`src/rtl/ptr_aux_pkg.sv`:
```
package ptr_aux_pkg;

  typedef enum logic [2:0] {
    OP_NONE = 3'd0,
    OP_A2P  = 3'd1,
    OP_P2A  = 3'd2,
    OP_XCHG = 3'd3,
    OP_LDI  = 3'd4
  } ptr_op_e;

  localparam logic [1:0] DD_NONE = 2'b00;
  localparam logic [1:0] DD_READ = 2'b01;
  localparam logic [1:0] DD_WR1  = 2'b10;
  localparam logic [1:0] DD_WR2  = 2'b11;

  // Sign-magnitude adjust: bit 2 selects subtract, bits 1:0 give the amount.
  function automatic logic [15:0] apply_adjust(input logic [15:0] v,
                                               input logic [2:0] code);
    logic [15:0] mag;
    mag = {14'd0, code[1:0]};
    return code[2] ? (v - mag) : (v + mag);
  endfunction

  // Operand-select step: returns {decrement, increment}.
  function automatic logic [1:0] step_kind(input logic [3:0] sel);
    case (sel)
      4'b1000, 4'b1001, 4'b1111: return 2'b10;
      4'b1100, 4'b1101, 4'b1110: return 2'b01;
      default:                   return 2'b00;
    endcase
  endfunction

endpackage

```
`src/rtl/ptr_step_decode.sv`:
```
module ptr_step_decode
  import ptr_aux_pkg::*;
#(
  parameter int SELW = 4
) (
  input  logic [SELW-1:0] sel_i,
  input  logic            vld_i,
  input  logic            ext_i,
  output logic            inc_o,
  output logic            dec_o
);
  logic [1:0] kind;
  logic       live;

  always_comb begin
    kind  = step_kind(sel_i);
    live  = vld_i && !ext_i;
    inc_o = live && kind[0];
    dec_o = live && kind[1];
  end
endmodule

```
`src/rtl/ptr_aux_file.sv`:
```
module ptr_aux_file #(
  parameter int ENTRIES = 32,
  parameter int DW      = 16,
  localparam int IDXW   = $clog2(ENTRIES)
) (
  input  logic            clk,
  input  logic            rst_n,
  input  logic [IDXW-1:0] idx_i,
  input  logic            we_i,
  input  logic [DW-1:0]   wdata_i,
  output logic [DW-1:0]   rdata_o
);
  logic [DW-1:0] regs [ENTRIES];

  for (genvar g = 0; g < ENTRIES; g++) begin : g_entry
    logic hit;
    assign hit = we_i && (idx_i == IDXW'(g));
    always_ff @(posedge clk or negedge rst_n) begin
      if (!rst_n)   regs[g] <= '0;
      else if (hit) regs[g] <= wdata_i;
    end
  end

  assign rdata_o = regs[idx_i];

  // a write lands in the addressed entry
  a_r3_aux_write: assert property (@(posedge clk) disable iff (!rst_n)
    we_i |=> regs[$past(idx_i)] == $past(wdata_i));
endmodule

```
`src/rtl/ptr_core.sv`:
```
module ptr_core #(
  parameter int DW = 16,
  localparam int BW = DW / 2
) (
  input  logic          clk,
  input  logic          rst_n,
  input  logic          ld_i,
  input  logic [DW-1:0] ld_val_i,
  input  logic          hi_we_i,
  input  logic          lo_we_i,
  input  logic [BW-1:0] hi_d_i,
  input  logic [BW-1:0] lo_d_i,
  input  logic          inc_i,
  input  logic          dec_i,
  output logic [DW-1:0] ptr_o
);
  logic [DW-1:0] ptr_q, ptr_d;
  logic          byte_wr;

  assign byte_wr = hi_we_i || lo_we_i;

  always_comb begin
    ptr_d = ptr_q;
    if (ld_i) begin
      ptr_d = ld_val_i;
    end else if (byte_wr) begin
      if (hi_we_i) ptr_d[DW-1:BW] = hi_d_i;
      if (lo_we_i) ptr_d[BW-1:0]  = lo_d_i;
    end else if (inc_i) begin
      ptr_d = ptr_q + DW'(1);
    end else if (dec_i) begin
      ptr_d = ptr_q - DW'(1);
    end
  end

  always_ff @(posedge clk or negedge rst_n) begin
    if (!rst_n) ptr_q <= '0;
    else        ptr_q <= ptr_d;
  end

  assign ptr_o = ptr_q;

  // a load overrides everything else
  a_r11_load_wins: assert property (@(posedge clk) disable iff (!rst_n)
    ld_i |=> ptr_q == $past(ld_val_i));
  // high-byte write leaves the low byte alone
  a_r12_hi_only: assert property (@(posedge clk) disable iff (!rst_n)
    (!ld_i && hi_we_i && !lo_we_i) |=>
      (ptr_q[BW-1:0] == $past(ptr_q[BW-1:0])) && (ptr_q[DW-1:BW] == $past(hi_d_i)));
  // increment wraps modulo 2^DW
  a_r8_inc_step: assert property (@(posedge clk) disable iff (!rst_n)
    (!ld_i && !byte_wr && inc_i) |=> ptr_q == DW'($past(ptr_q) + DW'(1)));
  // decrement step
  a_r8_dec_step: assert property (@(posedge clk) disable iff (!rst_n)
    (!ld_i && !byte_wr && !inc_i && dec_i) |=> ptr_q == DW'($past(ptr_q) - DW'(1)));
endmodule

```
`src/rtl/ptr_aux_unit.sv`:
```
module ptr_aux_unit
  import ptr_aux_pkg::*;
#(
  parameter int AUX_ENTRIES = 32,
  parameter int PW          = 16,
  parameter int SELW        = 4,
  localparam int IDXW       = $clog2(AUX_ENTRIES),
  localparam int BW         = PW / 2
) (
  input  logic            clk,
  input  logic            rst_n,
  input  logic [2:0]      op_i,
  input  logic [IDXW-1:0] aux_idx_i,
  input  logic [2:0]      adj_i,
  input  logic [PW-1:0]   imm_i,
  input  logic            hi_we_i,
  input  logic            lo_we_i,
  input  logic [BW-1:0]   hi_wdata_i,
  input  logic [BW-1:0]   lo_wdata_i,
  input  logic            asel_vld_i,
  input  logic [SELW-1:0] asel_i,
  input  logic            ext_i,
  input  logic [1:0]      dd_i,
  output logic [PW-1:0]   ptr_o,
  output logic [PW-1:0]   aux_rd_o,
  output logic [PW-1:0]   rd_hi_addr_o,
  output logic [PW-1:0]   rd_lo_addr_o,
  output logic            mem_rd_o,
  output logic            mem_wr_o,
  output logic [PW-1:0]   mem_wr_addr_o
);
  ptr_op_e       op;
  logic          xfer_any;   // any transfer: blocks byte writes and steps
  logic          ptr_ld;     // transfer that loads the pointer
  logic [PW-1:0] ptr_ld_val;
  logic          aux_we;
  logic [PW-1:0] aux_wdata;
  logic          step_inc, step_dec;
  logic [PW-1:0] ptr_cur, aux_cur;
  logic [PW-1:0] partner;

  assign op = ptr_op_e'(op_i);

  always_comb begin
    xfer_any   = (op != OP_NONE);
    ptr_ld     = (op == OP_A2P) || (op == OP_XCHG) || (op == OP_LDI);
    ptr_ld_val = (op == OP_LDI) ? imm_i : aux_cur;
    aux_we     = (op == OP_P2A) || (op == OP_XCHG);
    aux_wdata  = apply_adjust(ptr_cur, adj_i);
  end

  ptr_step_decode #(.SELW(SELW)) u_step (
    .sel_i (asel_i),
    .vld_i (asel_vld_i),
    .ext_i (ext_i),
    .inc_o (step_inc),
    .dec_o (step_dec)
  );

  ptr_aux_file #(.ENTRIES(AUX_ENTRIES), .DW(PW)) u_file (
    .clk     (clk),
    .rst_n   (rst_n),
    .idx_i   (aux_idx_i),
    .we_i    (aux_we),
    .wdata_i (aux_wdata),
    .rdata_o (aux_cur)
  );

  ptr_core #(.DW(PW)) u_core (
    .clk      (clk),
    .rst_n    (rst_n),
    .ld_i     (ptr_ld),
    .ld_val_i (ptr_ld_val),
    .hi_we_i  (hi_we_i && !xfer_any),
    .lo_we_i  (lo_we_i && !xfer_any),
    .hi_d_i   (hi_wdata_i),
    .lo_d_i   (lo_wdata_i),
    .inc_i    (step_inc && !xfer_any),
    .dec_i    (step_dec && !xfer_any),
    .ptr_o    (ptr_cur)
  );

  assign partner       = {ptr_cur[PW-1:1], ~ptr_cur[0]};
  assign ptr_o         = ptr_cur;
  assign aux_rd_o      = aux_cur;
  assign rd_hi_addr_o  = ptr_cur;
  assign rd_lo_addr_o  = partner;
  assign mem_rd_o      = (dd_i == DD_READ);
  assign mem_wr_o      = (dd_i == DD_WR1) || (dd_i == DD_WR2);
  assign mem_wr_addr_o = (dd_i == DD_WR2) ? partner : ptr_cur;

  // immediate load
  a_r5_load_imm: assert property (@(posedge clk) disable iff (!rst_n)
    op == OP_LDI |=> ptr_o == $past(imm_i));
  // exchange moves the old register value into the pointer
  a_r4_xchg_ptr: assert property (@(posedge clk) disable iff (!rst_n)
    op == OP_XCHG |=> ptr_o == $past(aux_rd_o));
  // pointer-to-aux leaves the pointer untouched
  a_r3_p2a_hold: assert property (@(posedge clk) disable iff (!rst_n)
    op == OP_P2A |=> $stable(ptr_o));
  // extended mode holds the pointer when nothing else writes it
  a_r9_ext_hold: assert property (@(posedge clk) disable iff (!rst_n)
    (op == OP_NONE && !hi_we_i && !lo_we_i && ext_i) |=> $stable(ptr_o));
  // a write strobe never coincides with a read strobe
  a_r7_rd_wr_excl: assert property (@(posedge clk) disable iff (!rst_n)
    $onehot0({mem_rd_o, mem_wr_o}));
endmodule

```
`config.mk`:
```
export PLATFORM = sky130hd
export DESIGN_NAME = ptr_aux_unit
export DESIGN_NICKNAME = d
export VERILOG_FILES = /design/src/rtl/ptr_aux_pkg.sv /design/src/rtl/ptr_step_decode.sv /design/src/rtl/ptr_aux_file.sv /design/src/rtl/ptr_core.sv /design/src/rtl/ptr_aux_unit.sv
export SDC_FILE = /design/constraint.sdc
export NUM_CORES = 1
export LEC_CHECK = 0
export BUFFER_PORTS_ARGS = -buffer_cell sky130_fd_sc_hd__buf_4
export CAP_MARGIN = 5
export CELL_PAD_IN_SITES_DETAIL_PLACEMENT = 0
export CELL_PAD_IN_SITES_GLOBAL_PLACEMENT = 1
export CORE_AREA = 2 2 180 270
export CTS_BUF_LIST = sky130_fd_sc_hd__clkbuf_8
export DETAILED_ROUTE_END_ITERATION = 16
export DIE_AREA = 0 0 182 272
export PLACE_DENSITY = 0.85
export RECOVER_POWER = 100
export SKIP_LAST_GASP = 1
export SYNTH_ARGS = -nofsm -noshare
export SYNTH_HDL_FRONTEND = slang
export SYNTH_HIERARCHICAL = 1
export SYNTH_SLANG_ARGS = --single-unit
```
`constraint.sdc`:
```
create_clock -name clk -period 5.4 [get_ports clk]
set_input_delay 1.08 -clock clk [delete_from_list [all_inputs] [get_ports clk]]
set_output_delay 1.08 -clock clk [all_outputs]
set_load 0.05 [all_outputs]
```
# Word-level counts from Yosys, hierarchy flattened
# Cells that the tools add are included.
[classes] add_sub_neg=4 bitwise_logic=2 n_lt_le_gt_ge=1 mux=13 n_reduce_logical=53 n_eq_ne=46
[op_table] operator="$mux 16" n=8
[op_table] operator="$bmux 16 s5" n=1
[op_table] operator="$eq 5x5->1 const B" n=16
[op_table] operator="$eq 5x4->1 const B" n=8
[op_table] operator="$logic_and 1x1->1" n=39
[op_table] operator="$eq 4x4->1 const B" n=6
[op_table] operator="$eq 5x3->1 const B" n=4
[op_table] operator="$add 16x1->16 const B" n=1
[op_table] operator="$add 16x2->16" n=1
[op_table] operator="$mux 8" n=2
[op_table] operator="$sub 16x1->16 const B" n=1
[op_table] operator="$sub 16x2->16" n=1
[op_table] operator="$eq 5x2->1 const B" n=2
[op_table] operator="$eq 3x2->1 const B" n=2
[op_table] operator="$ge 6x6->1 const B" n=1
[op_table] operator="$ne 3x2->1 const B" n=2
[op_table] operator="$not 5->6" n=1
[op_table] operator="$reduce_or 3->1" n=2
[op_table] operator="$eq 5x1->1 const B" n=1
[op_table] operator="$logic_not 5->1" n=1
[op_table] operator="$logic_or 1x1->1" n=5
[op_table] operator="$eq 2x2->1 const B" n=2
[op_table] operator="$pmux 2 s2" n=1
[op_table] operator="$reduce_and 2->1" n=2
[op_table] operator="other kinds (8)" n=9
[totals] register_bits=528 elab_cells=153

# Longest topological paths before layout
# Gate-level depths: netlist (run 1).
[depth] ltp_word=9 depth_mapped=15

# Hierarchy
# The synthesis (run 1) kept the hierarchy.
[by_module_without_submodules] mod="ptr_aux_file" seq_area_each_um2=12812.3 instances=1 area_each_um2=23410.0 cells_per_inst=1561
[by_module_without_submodules] mod="ptr_core" seq_area_each_um2=400.4 instances=1 area_each_um2=1726.7 cells_per_inst=203
[by_module_without_submodules] mod="ptr_aux_unit" seq_area_each_um2=0.0 instances=1 area_each_um2=1428.9 cells_per_inst=185
[by_module_without_submodules] mod="ptr_step_decode" seq_area_each_um2=0.0 instances=1 area_each_um2=56.3 cells_per_inst=5

# Worst setup path before layout (run 1)
# OpenSTA, ideal clock, no wires.
[synth_timing] path_type="input-to-reg" startpoint="input port aux_idx_i[3]" endpoint="register u_core.ptr_q[15] (netlist: u_core/ptr_o[15])" t_required_ps=5270 cell_stages=13 n_path_buf=2 setup_slack_ps=1169 arrival_time_ps=4101 setup_time_ps=130 path_cell_list="buf_2 > buf_1 > mux4_2 > mux2_2 > a2111oi_0 > a31oi_1 > mux2_2 > nand2b_1 > and3_4 > a21oi_1 > a21oi_1 > a221oi_2 > mux2i_1"
[synth_between] elab_chain_len=6
[synth_lines] item="start: declaration" line_no="ptr_aux_unit.sv:13" text="input logic [IDXW-1:0] aux_idx_i,"
[synth_lines] item="$not 5->6 (implied by the code)" line_no="ptr_aux_file.sv:24" text="assign rdata_o = regs[idx_i];"
[synth_lines] item="$bmux 16 s5" line_no="ptr_aux_file.sv:24"
[synth_lines] item="$mux 16 (implied by the code) (2 in a row)" line_no="ptr_aux_file.sv:24"
[synth_lines] item="net aux_rd_o[15]" line_no="ptr_aux_unit.sv:25" text="output logic [PW-1:0] aux_rd_o,"
[synth_lines] item="$mux 16" line_no="ptr_aux_unit.sv:47" text="ptr_ld_val = (op == OP_LDI) ? imm_i : aux_cur;"
[synth_lines] item="net ptr_ld_val[15]" line_no="ptr_aux_unit.sv:35" text="logic [PW-1:0] ptr_ld_val;"
[synth_lines] item="$mux 16" line_no="ptr_core.sv:24" text="if (ld_i) begin"
[synth_lines] item="end signal: assignment" line_no="ptr_core.sv:38" text="else ptr_q <= ptr_d;"
[synth_lines] item="end: declaration" line_no="ptr_core.sv:17" text="logic [DW-1:0] ptr_q, ptr_d;"
# The timed path passes the listed nets, and every way through them passes these cells. The select of a mux whose other input is x is not followed.
# A chain may end at the register's enable or synchronous reset.

# Worst setup path in the final report (run 1)
[layout_timing] startpoint="input port aux_idx_i[3]" endpoint="output port aux_rd_o[13]"
[layout_between] elab_chain_len=4
[layout_lines] item="$not 5->6 (implied by the code)" line_no="ptr_aux_file.sv:24"
[layout_lines] item="$bmux 16 s5" line_no="ptr_aux_file.sv:24"
[layout_lines] item="$mux 16 (implied by the code) (2 in a row)" line_no="ptr_aux_file.sv:24"
[layout_lines] item="end: declaration" line_no="ptr_aux_unit.sv:25"
# Every way passes these cells. The select of a mux whose other input is x is not followed.

==> results.md, run 1 <==
- The setup skew after layout is between 0.02 and 0.025 ns.
- The total nets after synthesis is 2043.
- In this run, synthesis inferred 0 flip-flops with an integrated enable.
- The area of the die is 49500 um^2.
- In the layout the commonest cells are sky130_fd_sc_hd__dfrtp_1, sky130_fd_sc_hd__mux2_2, sky130_fd_sc_hd__clkbuf_1.
- The maximum number of pins on one net before global-route repair is about 140.
- For this run, the number of Yosys warnings is 6.
- The root buffer cell is sky130_fd_sc_hd__clkbuf_8.
- The critical path data arrival time is between 4 and 5 ns.
- The final total negative setup slack is 0 ns.
- The mapped netlist covers between 20000 and 30000 um^2.
- With fillers left out, the area of the finished cells amounts to 29030 um^2.
- Data on the critical path is required at its endpoint by ~4.3 ns.
- The placed wire-length estimate after detailed placement is just under 50 mm.
- Of all nets on the critical path, the largest fanout is 31.
- The count of final max-slew check failures is between 300 and 400.
- The core region is around 47000 um^2.
- Registers take ~13000 um^2.
- After detailed routing, the number of vias per cell comes to ~6.3.
- After clock tree synthesis, the clock-pin slew on the worst setup and hold paths is 0.06 ns.
- The hold violation count in the final report came to 0.
- Setup repair after global routing left no endpoint under its margin.
- The layout filler cell count is approximately 3800.
- The kind of start point of the critical path is an input pin.
- Summed over all layers, the global routing overflow is 0.
- The flip-flop and latch count after synthesis is 528.
- Headroom to the max-slew limit came out at -194.0%.
- For the pin with the worst max-slew slack, the measured transition is approximately 4.4 ns.
- The leading cell type in the layout, fill and taps excluded is sky130_fd_sc_hd__dfrtp_1.
- Averaged over all synthesized cells, the footprint is ~14 um^2.
- Timing would allow up to between 150 and 200 MHz.
- The die boundary height is ~270 um.
- The number of placed I/O pins is around 140.
- The placer congestion estimate is ~0.9.
- The netlist uses 81 different library cells.
- The number of rows created at floorplan is 98.
- In this run, post-CTS repair resized a total of 0 instances.
- In this run the horizontal extent of the chip is about 180 um.
- The first-pass GRT wire length is ~110 mm.
- STA classifies the critical path endpoint as an output port.
- The net count of the finished layout is 2129.
- The routed layout has around 17000 vias.
- In the routed design, unresolved DRC markers number 0.
- The CTS buffer count is 77.
- CTS built an H-tree with a depth of 3.
- The initial antenna violation count came to 1.
- The leading register cell type out of synthesis is sky130_fd_sc_hd__dfrtp_1.
- The later pin in the worst-skew pair is clocked with a latency of 0.65 ns.
- The checks that failed: capacitance limit, slew limit.
- For flop-to-flop paths, the worst setup slack is around 1.1 ns.
- The flow ran to the end, but the final reports show violations.
- Across the run, the number of max-cap violations was 15.
- TritonCTS built the clock tree.
- The final critical path takes up 95.23% of the cycle.
- The type of the tightest min-delay check is reg -> reg.
- The number of nets with antenna violations after detailed routing is 0.
- Global routing consumed, over all layers together, 29.18% of the routing resources.
- The synthesized netlist cell count is between 1500 and 2000.
- After detailed placement, the total cell area comes to 28110 um^2.
- The starting utilization of the core area is a little under three fifths.
- The proportion of synthesized flip-flops having asynchronous set or reset is 100.0%.
- The detailed-routing iteration count for the pre-antenna-repair pass is 4.
- Excluding fillers, the count of instances in the completed layout stands at 2700.
- Dividing the detail-routed wire length by the instance count gives ~26 um.
- Overall power consumption after layout is estimated at around 16 mW.
- The area growth from synthesis to layout is 9.057%.
- Counting along the longest clock path gives a buffer depth of 3.
- VDD sags by at most roughly 450 uV.
- The multi-input combinational cell area is around 12000 um^2.
- The final layout contains routed wiring with a total length of just over 70 mm.
- The total power density per cell area is 546.8 nW/um^2.
- In this run the tool buffered the top-level ports with approximately 140 buffer cells.
- The fraction of the yosys area taken by sequential cells is around half.
- The first routing iteration left about 1000 violations.
- For this design the static power due to leakage is approximately 14 nW.
- In this run the post-CTS setup repair buffer count came out at 0.
- In the final layout, the share of cells above drive strength 1 is between 30% and 40%.
- Setup violations remaining at the end of the flow were counted as 0.
- The clock sink total is approximately 530.
- For this design, the CTS-stage hold fixing added 0 buffers.
- Subtracting the final worst setup slack from the clock period gives roughly 5 ns.
- The via count of the first global-routing pass is between 15000 and 20000.
- Counting tap cells, the placed design contains a total of about 2600 instances.
- The worst setup path is of the in -> out kind.
==> power by group <==
| part | switching (mW) | total [mW] | internal (mW) | leakage (nW) |
|---|---|---|---|---|
| Clock | 1.51 | 3.09 | 1.57 | 0.880 |
| Combinational | 3.88 | 6.33 | 2.45 | 5.72 |
| Sequential | 0.930 | 6.46 | 5.52 | 6.99 |
==> layer usage <==
metal	up-vias	wire length [um]	track usage, %
met3	163	3702	4.867
met4	0	3349	13.77
li1	7349	-	-
met2	565	37200	52.37
met5	-	0	0
met1	9054	27210	34.05
==> worst paths after layout <==
path,depth (start not counted),endpoint,startpoint
worst min-delay path,1,u_file/regs[395]$_DFFE_PN0P_,u_file/regs[395]$_DFFE_PN0P_
worst min register to register,1,u_file/regs[395]$_DFFE_PN0P_,u_file/regs[395]$_DFFE_PN0P_
worst max-delay path,7,aux_rd_o[13],aux_idx_i[3]
min in group asynchronous,1,u_file/regs[93]$_DFFE_PN0P_,rst_n
worst max register to register,10,u_file/regs[42]$_DFFE_PN0P_,u_core/ptr_o[0]$_DFFE_PN0P_
max in group asynchronous,1,u_file/regs[292]$_DFFE_PN0P_,rst_n
==> metrics by stage <==
stage                     hold slack, ns  setup slack, ns  utilization [%]
after floorplan                   0.4526            1.169                -
after global placement            0.4634           0.3712            59.39
after detailed placement          0.4743           0.2866            59.39
after CTS                         0.3855           0.2767            62.53
after global routing              0.5071           0.1208            61.34
final                             0.4923           0.2576            61.34
==> registers in the layout, indices dropped and copies added, names as in the netlist <==
signal        count
u_core/ptr_o     16
u_file/regs     512
==> final cells by class <==
cell class | count | area share (%)
flip-flops and latches | 528 | 45.51
multi-input cells | 1205 | 42.44
clock buffers | 94 | 4.456
repair buffers | 210 | 4.107
well taps | 600 | 2.586
clock inverters | 44 | 0.6637
inverters | 18 | 0.2327
diodes | 1 | 0.008619
==> worst max-delay path, cell delays in order <==
cell and delay, ns:
sky130_fd_sc_hd__buf_4 0.27, sky130_fd_sc_hd__clkbuf_1 0.42, sky130_fd_sc_hd__nor2b_1 0.73, sky130_fd_sc_hd__clkbuf_1 0.47, sky130_fd_sc_hd__a22oi_1 0.30, sky130_fd_sc_hd__a22oi_1 0.41, sky130_fd_sc_hd__clkbuf_2 0.35
==> cells by family (layout without fill, tap and decap cells) <==
group                      Yosys count  count (layout)  synth area share (%)
buffers and inverters              221             366                 4.324
AOI/OAI and AO/OA                  225             225                 6.049
DFF                                528             528                 49.63
adders and majority gates           34              34                 1.654
and+or+nand+nor                    189             189                 4.009
muxes                              731             731                 33.48
other                                0               1                     0
xor gates and xnor gates            26              26                0.8554
==> synthesized netlist by cell type, types with 3 or more instances <==
master | number | share of area, %
sky130_fd_sc_hd__o22ai_1 | 40 | 0.94
sky130_fd_sc_hd__buf_6 | 5 | 0.21
sky130_fd_sc_hd__a221oi_1 | 8 | 0.26
sky130_fd_sc_hd__a21oi_1 | 36 | 0.68
sky130_fd_sc_hd__buf_4 | 55 | 1.6
sky130_fd_sc_hd__o21ai_0 | 19 | 0.36
sky130_fd_sc_hd__mux2i_1 | 113 | 4.2
sky130_fd_sc_hd__a22oi_1 | 16 | 0.45
sky130_fd_sc_hd__nor3_1 | 5 | 0.094
sky130_fd_sc_hd__and3_1 | 6 | 0.14
sky130_fd_sc_hd__nor3_4 | 3 | 0.18
sky130_fd_sc_hd__a31oi_1 | 13 | 0.31
sky130_fd_sc_hd__nor3_2 | 3 | 0.11
sky130_fd_sc_hd__nand2_1 | 42 | 0.59
sky130_fd_sc_hd__o221ai_1 | 11 | 0.36
sky130_fd_sc_hd__buf_1 | 4 | 0.056
sky130_fd_sc_hd__o211ai_1 | 8 | 0.23
sky130_fd_sc_hd__nand2b_1 | 9 | 0.21
sky130_fd_sc_hd__xnor2_1 | 21 | 0.69
sky130_fd_sc_hd__clkbuf_1 | 77 | 1.1
sky130_fd_sc_hd__mux2_2 | 502 | 21
sky130_fd_sc_hd__or3_1 | 5 | 0.12
sky130_fd_sc_hd__mux4_2 | 73 | 6.2
sky130_fd_sc_hd__a211oi_1 | 9 | 0.25
sky130_fd_sc_hd__nor2_1 | 45 | 0.63
sky130_fd_sc_hd__o21ai_1 | 11 | 0.21
sky130_fd_sc_hd__nand3_1 | 13 | 0.24
sky130_fd_sc_hd__a2111oi_0 | 13 | 0.43
sky130_fd_sc_hd__ha_1 | 32 | 1.5
sky130_fd_sc_hd__and2_1 | 6 | 0.14
sky130_fd_sc_hd__a21o_1 | 5 | 0.14
sky130_fd_sc_hd__dfrtp_1 | 528 | 50
sky130_fd_sc_hd__nand3b_1 | 7 | 0.20
sky130_fd_sc_hd__nor2_2 | 11 | 0.26
sky130_fd_sc_hd__mux2_1 | 43 | 1.8
sky130_fd_sc_hd__o21a_1 | 5 | 0.14
sky130_fd_sc_hd__inv_1 | 18 | 0.25
sky130_fd_sc_hd__buf_2 | 61 | 1.1
sky130_fd_sc_hd__nand4_1 | 5 | 0.12
sky130_fd_sc_hd__a21oi_2 | 4 | 0.13
sky130_fd_sc_hd__a221oi_2 | 3 | 0.17
sky130_fd_sc_hd__xor2_1 | 5 | 0.16
sky130_fd_sc_hd__nor2b_1 | 11 | 0.26
(Power assumes the default switching activity.)
==> inputs of run 2 (changes only) <==
--- a/config.mk
+++ b/config.mk
@@ -5,15 +5,16 @@
 export SDC_FILE = /design/constraint.sdc
 export NUM_CORES = 1
 export LEC_CHECK = 0
+export ABC_AREA = 1
 export BUFFER_PORTS_ARGS = -buffer_cell sky130_fd_sc_hd__buf_4
 export CAP_MARGIN = 5
 export CELL_PAD_IN_SITES_DETAIL_PLACEMENT = 0
 export CELL_PAD_IN_SITES_GLOBAL_PLACEMENT = 1
-export CORE_AREA = 2 2 180 270
+export CORE_AREA = 2 2 192 288
 export CTS_BUF_LIST = sky130_fd_sc_hd__clkbuf_8
 export DETAILED_ROUTE_END_ITERATION = 16
-export DIE_AREA = 0 0 182 272
-export PLACE_DENSITY = 0.85
+export DIE_AREA = 0 0 194 290
+export PLACE_DENSITY = 0.86
 export RECOVER_POWER = 100
 export SKIP_LAST_GASP = 1
 export SYNTH_ARGS = -nofsm -noshare
==> run 2 against run 1 <==
  * Synthesized cell count up 91%
  * The run still ends with capacitance limit, slew limit left
  * Critical endpoint is now aux_rd_o[15]
  * Largest power group unchanged
  * First-iteration DRC count up 120%
  * Final area grew 2.4%
==> results.md, run 2 <==
- The maximum cell stage delay along the critical path is 0.59 ns (-0.14 ns).
- The critical register-to-register path startpoint is u_core/ptr_o[0]$_DFFE_PN0P_.
- The endpoint class of the critical path is an output port.
- The fraction of final layout cells sized beyond drive strength 1 is 7.141% (-32 points).
- Among all flip-flop cells after synthesis, the most frequent one is sky130_fd_sc_hd__dfrtp_1.
- The final total negative setup slack is 0 ns (unchanged).
- The fraction of the yosys area taken by sequential cells came to 48.54% (-1.1 points).
- The switching portion of total power is 43.29% (+3.5 points).
- The number of buffers inserted by port buffering is 136 (unchanged).
- The xor and xnor fraction of the mapped netlist area is 0.4183% (-0.44 points).
- sky130_fd_sc_hd__nand2_1 is the most common cell in the netlist.
- The number of buffer and inverter instances along the worst setup path is 4 (unchanged).
- The number of levels the H-tree was split into is 3 (unchanged).
- The total power density per cell area is 512.1 nW/um^2 (-6.4%).
- The part of the total power dissipated in combinational logic is 36.6% (-3.3 points).
- The worst-skew pair later-pin latency was 0.69 ns (+0.04 ns).
- The starting utilization of the core area is 50.77% (-5.5 points).
- The area fraction in compound gates after synthesis was 10.49% (+4.4 points).
- The top-area cell type share of the netlist area is 48.54% (-1.1 points).
- The flip-flop and latch count after synthesis is 528 (unchanged).
- The total non-filler cell area in the finished layout is 29720 um^2 (+2.4%).
- The number of warnings printed during yosys synthesis is 6 (unchanged).
- The share of power burned in registers is 40.0% (-0.7 points).
- The count of final max-slew check failures is 834 (+110%).
- The CTS buffer count is 84 (+9.1%).
- The chip width is 194 um (+6.6%).
- The signal on the critical path passes through buf_4, inv_2, nand2_1, inv_1, nand2_1, nand3_1, nor2_1, nor2_1, clkbuf_1.
- The worst hold path depth is 2 (+1).
- The critical path data arrival time was 3.71 ns (-0.35 ns).
- The worst voltage drop across the vdd grid came to 573.0 uV (+29%).
- The type of the setup path with the least slack is in -> out.
- The number of rows created at floorplan is 104 (+6.1%).
- The first-pass GRT wire length is 136.2 mm (+25%).
- The die boundary height came to 290 um (+6.6%).
- The average instance area after synthesis came to 7.295 um^2 (-46%).
- The final critical-path required period came to 4.793 ns (-0.3495 ns).
- The worst hold path belongs to the class reg -> reg.
- The leading cell type in the layout, fill and taps excluded is sky130_fd_sc_hd__nand2_1.
- By count the netlist is led by sky130_fd_sc_hd__nand2_1, sky130_fd_sc_hd__dfrtp_1, sky130_fd_sc_hd__o21ai_0, sky130_fd_sc_hd__o21ai_1, sky130_fd_sc_hd__clkbuf_1.
- The library cell with the largest summed area after synthesis is sky130_fd_sc_hd__dfrtp_1.
- The net count of the finished layout is 3807 (+79%).
- The hold violation count in the final report came to 0 (unchanged).
- The share of the clock period used by the worst path after layout was 88.76% (-6.5 points).
- The number of buffers added to fix hold violations after cts is 0 (unchanged).
- The number of cell instances on the worst register-to-register path is 10 (unchanged).
- The area of the core is 53610 um^2 (+13%).
- The largest fanout on the critical path is 17 (-45%).
- The total nets after synthesis is 3820 (+87%).
- The detailed-route DRC error count is 0 (unchanged).
- The proportion of synthesized flip-flops having asynchronous set or reset is 100.0% (unchanged).
- The number of enable flip-flop cells after synthesis came to 0 (unchanged).
- The detailed-routing iteration count for the pre-antenna-repair pass came to 6 (+2).
- The area of the die is 56260 um^2 (+14%).
- The synthesized netlist cell count is 3731 (+91%).
- The via count of the first global-routing pass is 23770 (+30%).
- The worst slew margin relative to its limit was -173.1% (+21 points).
- The pin slew with the least headroom to its limit is 4.096 ns (-0.3132 ns).
- The final number of setup-violating endpoints came to 0 (unchanged).
- The share of synthesized area spent on multiplexers is 0.7861% (-33 points).
- The leakage power summed over all cells is 15.32 nW (+13%).
- The synthesized-area fraction occupied by and/or/nand/nor cells is 31.25% (+27 points).
- The flip-flop count of the largest register after layout was 512 (unchanged).
- The total length of routed wires was 86.90 mm (+22%).
- The number of placed I/O pins was 137 (unchanged).
- The count of cells resized by post-cts repair is 0 (unchanged).
- The maximum number of pins on one net before global-route repair came to 127 (-11%).
- The total global routing overflow was 0 (unchanged).
- The number of nets with antenna violations after detailed routing is 0 (unchanged).
- The net switching power was 6.588 mW (+4.2%).
- The cell-internal power is 8.630 mW (-9.7%).
- The clock-pin slew on the worst setup and hold paths is 0.06 ns (about the same).
- Setup repair after global routing left no endpoint under its margin.
- The detailed router's first-iteration violation count was 2221 (+120%).
- The max capacitance violation total is 24 (+9).
- The startpoint identified for the worst hold timing path is u_file/regs[427]$_DFFE_PN0P_.
- The end point of the most critical hold path is u_file/regs[427]$_DFFE_PN0P_.
- The total vias in the final route is 24540 (+43%).
- The peak clock frequency supported by timing is 208.6 MHz (+7.3%).
- The placer congestion estimate is 0.9026 (+0.31%).
- The initial antenna violation count is 1 (unchanged).
- STA classifies the critical path startpoint as an input pin.
- The number of buffers on the longest clock path came to 3 (unchanged).
- The setup skew after layout is 0.02768 ns (+0.006882 ns).
- The register with the highest flop count is u_file/regs.
- The count of unique library cells instantiated by Yosys is 40 (-51%).
- The root buffer cell is sky130_fd_sc_hd__clkbuf_8.
- In the layout the commonest cells are sky130_fd_sc_hd__nand2_1, sky130_fd_sc_hd__dfrtp_1, sky130_fd_sc_hd__o21ai_0.
- The largest individual stage delay along the critical path comes from the cell sky130_fd_sc_hd__inv_1.
- The adder and majority gate portion of the synthesized area is 1.618% (-0.036 points).
- The post-synth design cell area came to 27220 um^2 (+2.2%).
- The area growth from synthesis to layout is 9.185%.
- The global-route usage over all layers is 31.01% (+1.8 points).
- The number of setup buffers added after CTS is 0 (unchanged).
- The final reports fail on capacitance limit, slew limit.
- The clock sink total was 528 (unchanged).
- The via density per instance came to 5.488 (-14%).
- The average wire per standard cell is 19.44 um (-27%).
- The main combinational cell family by area after synthesis is simple AND/OR/NAND/NOR gates.
- The terminus of the critical flop-to-flop path is u_file/regs[438]$_DFFE_PN0P_.
- The power share of the clock group is 23.4% (+4.0 points).
- Among cell families on the critical path, the largest total delay comes from buffers and inverters.
- The required time of the worst setup path came to 4.32 ns (about the same).
- The register-to-register setup slack came to 1.50 ns (+0.43 ns).
- The instance area after placement was 28410 um^2 (+1.1%).
- The clock tree from TritonCTS is done.
- The placed wire-length estimate after detailed placement was 55.05 mm (+14%).
- The flow ran to the end, but the final reports show violations.
- By area the synthesized netlist is led by sky130_fd_sc_hd__dfrtp_1, sky130_fd_sc_hd__nand2_1, sky130_fd_sc_hd__o21ai_0.
==> run 2: changes by cell type after synthesis, sizes merged, moves of 16 or more <==
cell,before,now
xnor2,21,5
o22ai,40,2
mux4,73,0
nor2,56,126
nand2,42,1806
o21ai,30,521
mux2,545,16
mux2i,113,0
clkbuf,78,179
inv,18,128
nand3,14,165
nand4,5,36
a22oi,16,0
==> run 2: cell families (layout without fill, tap and decap cells) <==
| kind of cell | after synthesis | count (layout) |
|---|---|---|
| other | 0 | 1 |
| multiplexers | 16 | 16 |
| adder cells (fa/ha/maj) | 34 | 34 |
| AO/OA/AOI/OAI | 563 | 563 |
| AND/OR/NAND/NOR | 2147 | 2147 |
| buffers and inverters | 430 | 480 |
| flip-flops | 528 | 528 |
| XOR/XNOR | 13 | 13 |
==> run 2: worst reg2reg max path: stages (launching register included) <==
cell and delay, ns:
sky130_fd_sc_hd__dfrtp_1 0.42, sky130_fd_sc_hd__inv_1 0.22, sky130_fd_sc_hd__ha_1 0.28, sky130_fd_sc_hd__fa_1 0.44, sky130_fd_sc_hd__inv_1 0.09, sky130_fd_sc_hd__nand4_1 0.10, sky130_fd_sc_hd__nand2_1 0.21, sky130_fd_sc_hd__xor2_1 0.10
sky130_fd_sc_hd__inv_1 0.06, sky130_fd_sc_hd__clkbuf_1 1.39, sky130_fd_sc_hd__o21ai_0 0.36
==> run 2: worst max-delay path by stage <==
stage | from | to | cells after the start
floorplan | aux_idx_i[0] | aux_rd_o[11] | 11
global placement | aux_idx_i[0] | aux_rd_o[15] | 12
detailed placement | aux_idx_i[2] | aux_rd_o[15] | 9
CTS | aux_idx_i[0] | aux_rd_o[15] | 12
global route | rst_n | u_file/regs[128]$_DFFE_PN0P_ | 1
finish | aux_idx_i[2] | aux_rd_o[15] | 9
==> run 2: area by class of cell <==
| class | count | area [um^2] |
|---|---|---|
| Clock buffer | 104 | 1431 |
| Inverter | 128 | 490.5 |
| Timing Repair Buffer | 203 | 1301 |
| Sequential cell | 528 | 13210 |
| Fill cell | 5365 | 23890 |
| Multi-Input combinational cell | 2773 | 12110 |
| Clock inverter | 45 | 307.8 |
| Antenna cell | 1 | 2.502 |
| Tap cell | 689 | 862.1 |
==> run 2: power groups by stage <==
stage	clock (mW)	combinational (mW)	sequential [mW]
floorplan	0	4.05	5.99
global route	3.81	6.20	6.22
CTS	3.64	5.93	6.06
finish	3.57	5.57	6.08
global placement	0	5.82	6.06
detailed placement	0	5.92	6.11
==> run 2: metal layers <==
layer	part of all wire (%)	vias to the layer above	track usage (%)
li1	-	11720	-
met1	40	11680	38.65
met2	49	964	52.92
met3	6.6	182	4.440
met4	5.0	0	14.89
met5	0	-	0
==> run 2: per-stage QoR <==
step / hold slack (ns) / utilization [%] / setup WS, ns / power [mW] / instances
floorplan: 0.4534 / - / 1.625 / 10.04 / 3731
global placement: 0.4657 / 52.99 / 0.9676 / 11.88 / 4321
detailed placement: 0.4733 / 52.99 / 0.9590 / 12.03 / 4321
CTS: 0.4081 / 56.24 / 0.9410 / 15.64 / 4470
global route: 0.5001 / 55.43 / 0.4464 / 16.23 / 4471
finish: 0.4832 / 55.43 / 0.6071 / 15.22 / 4471
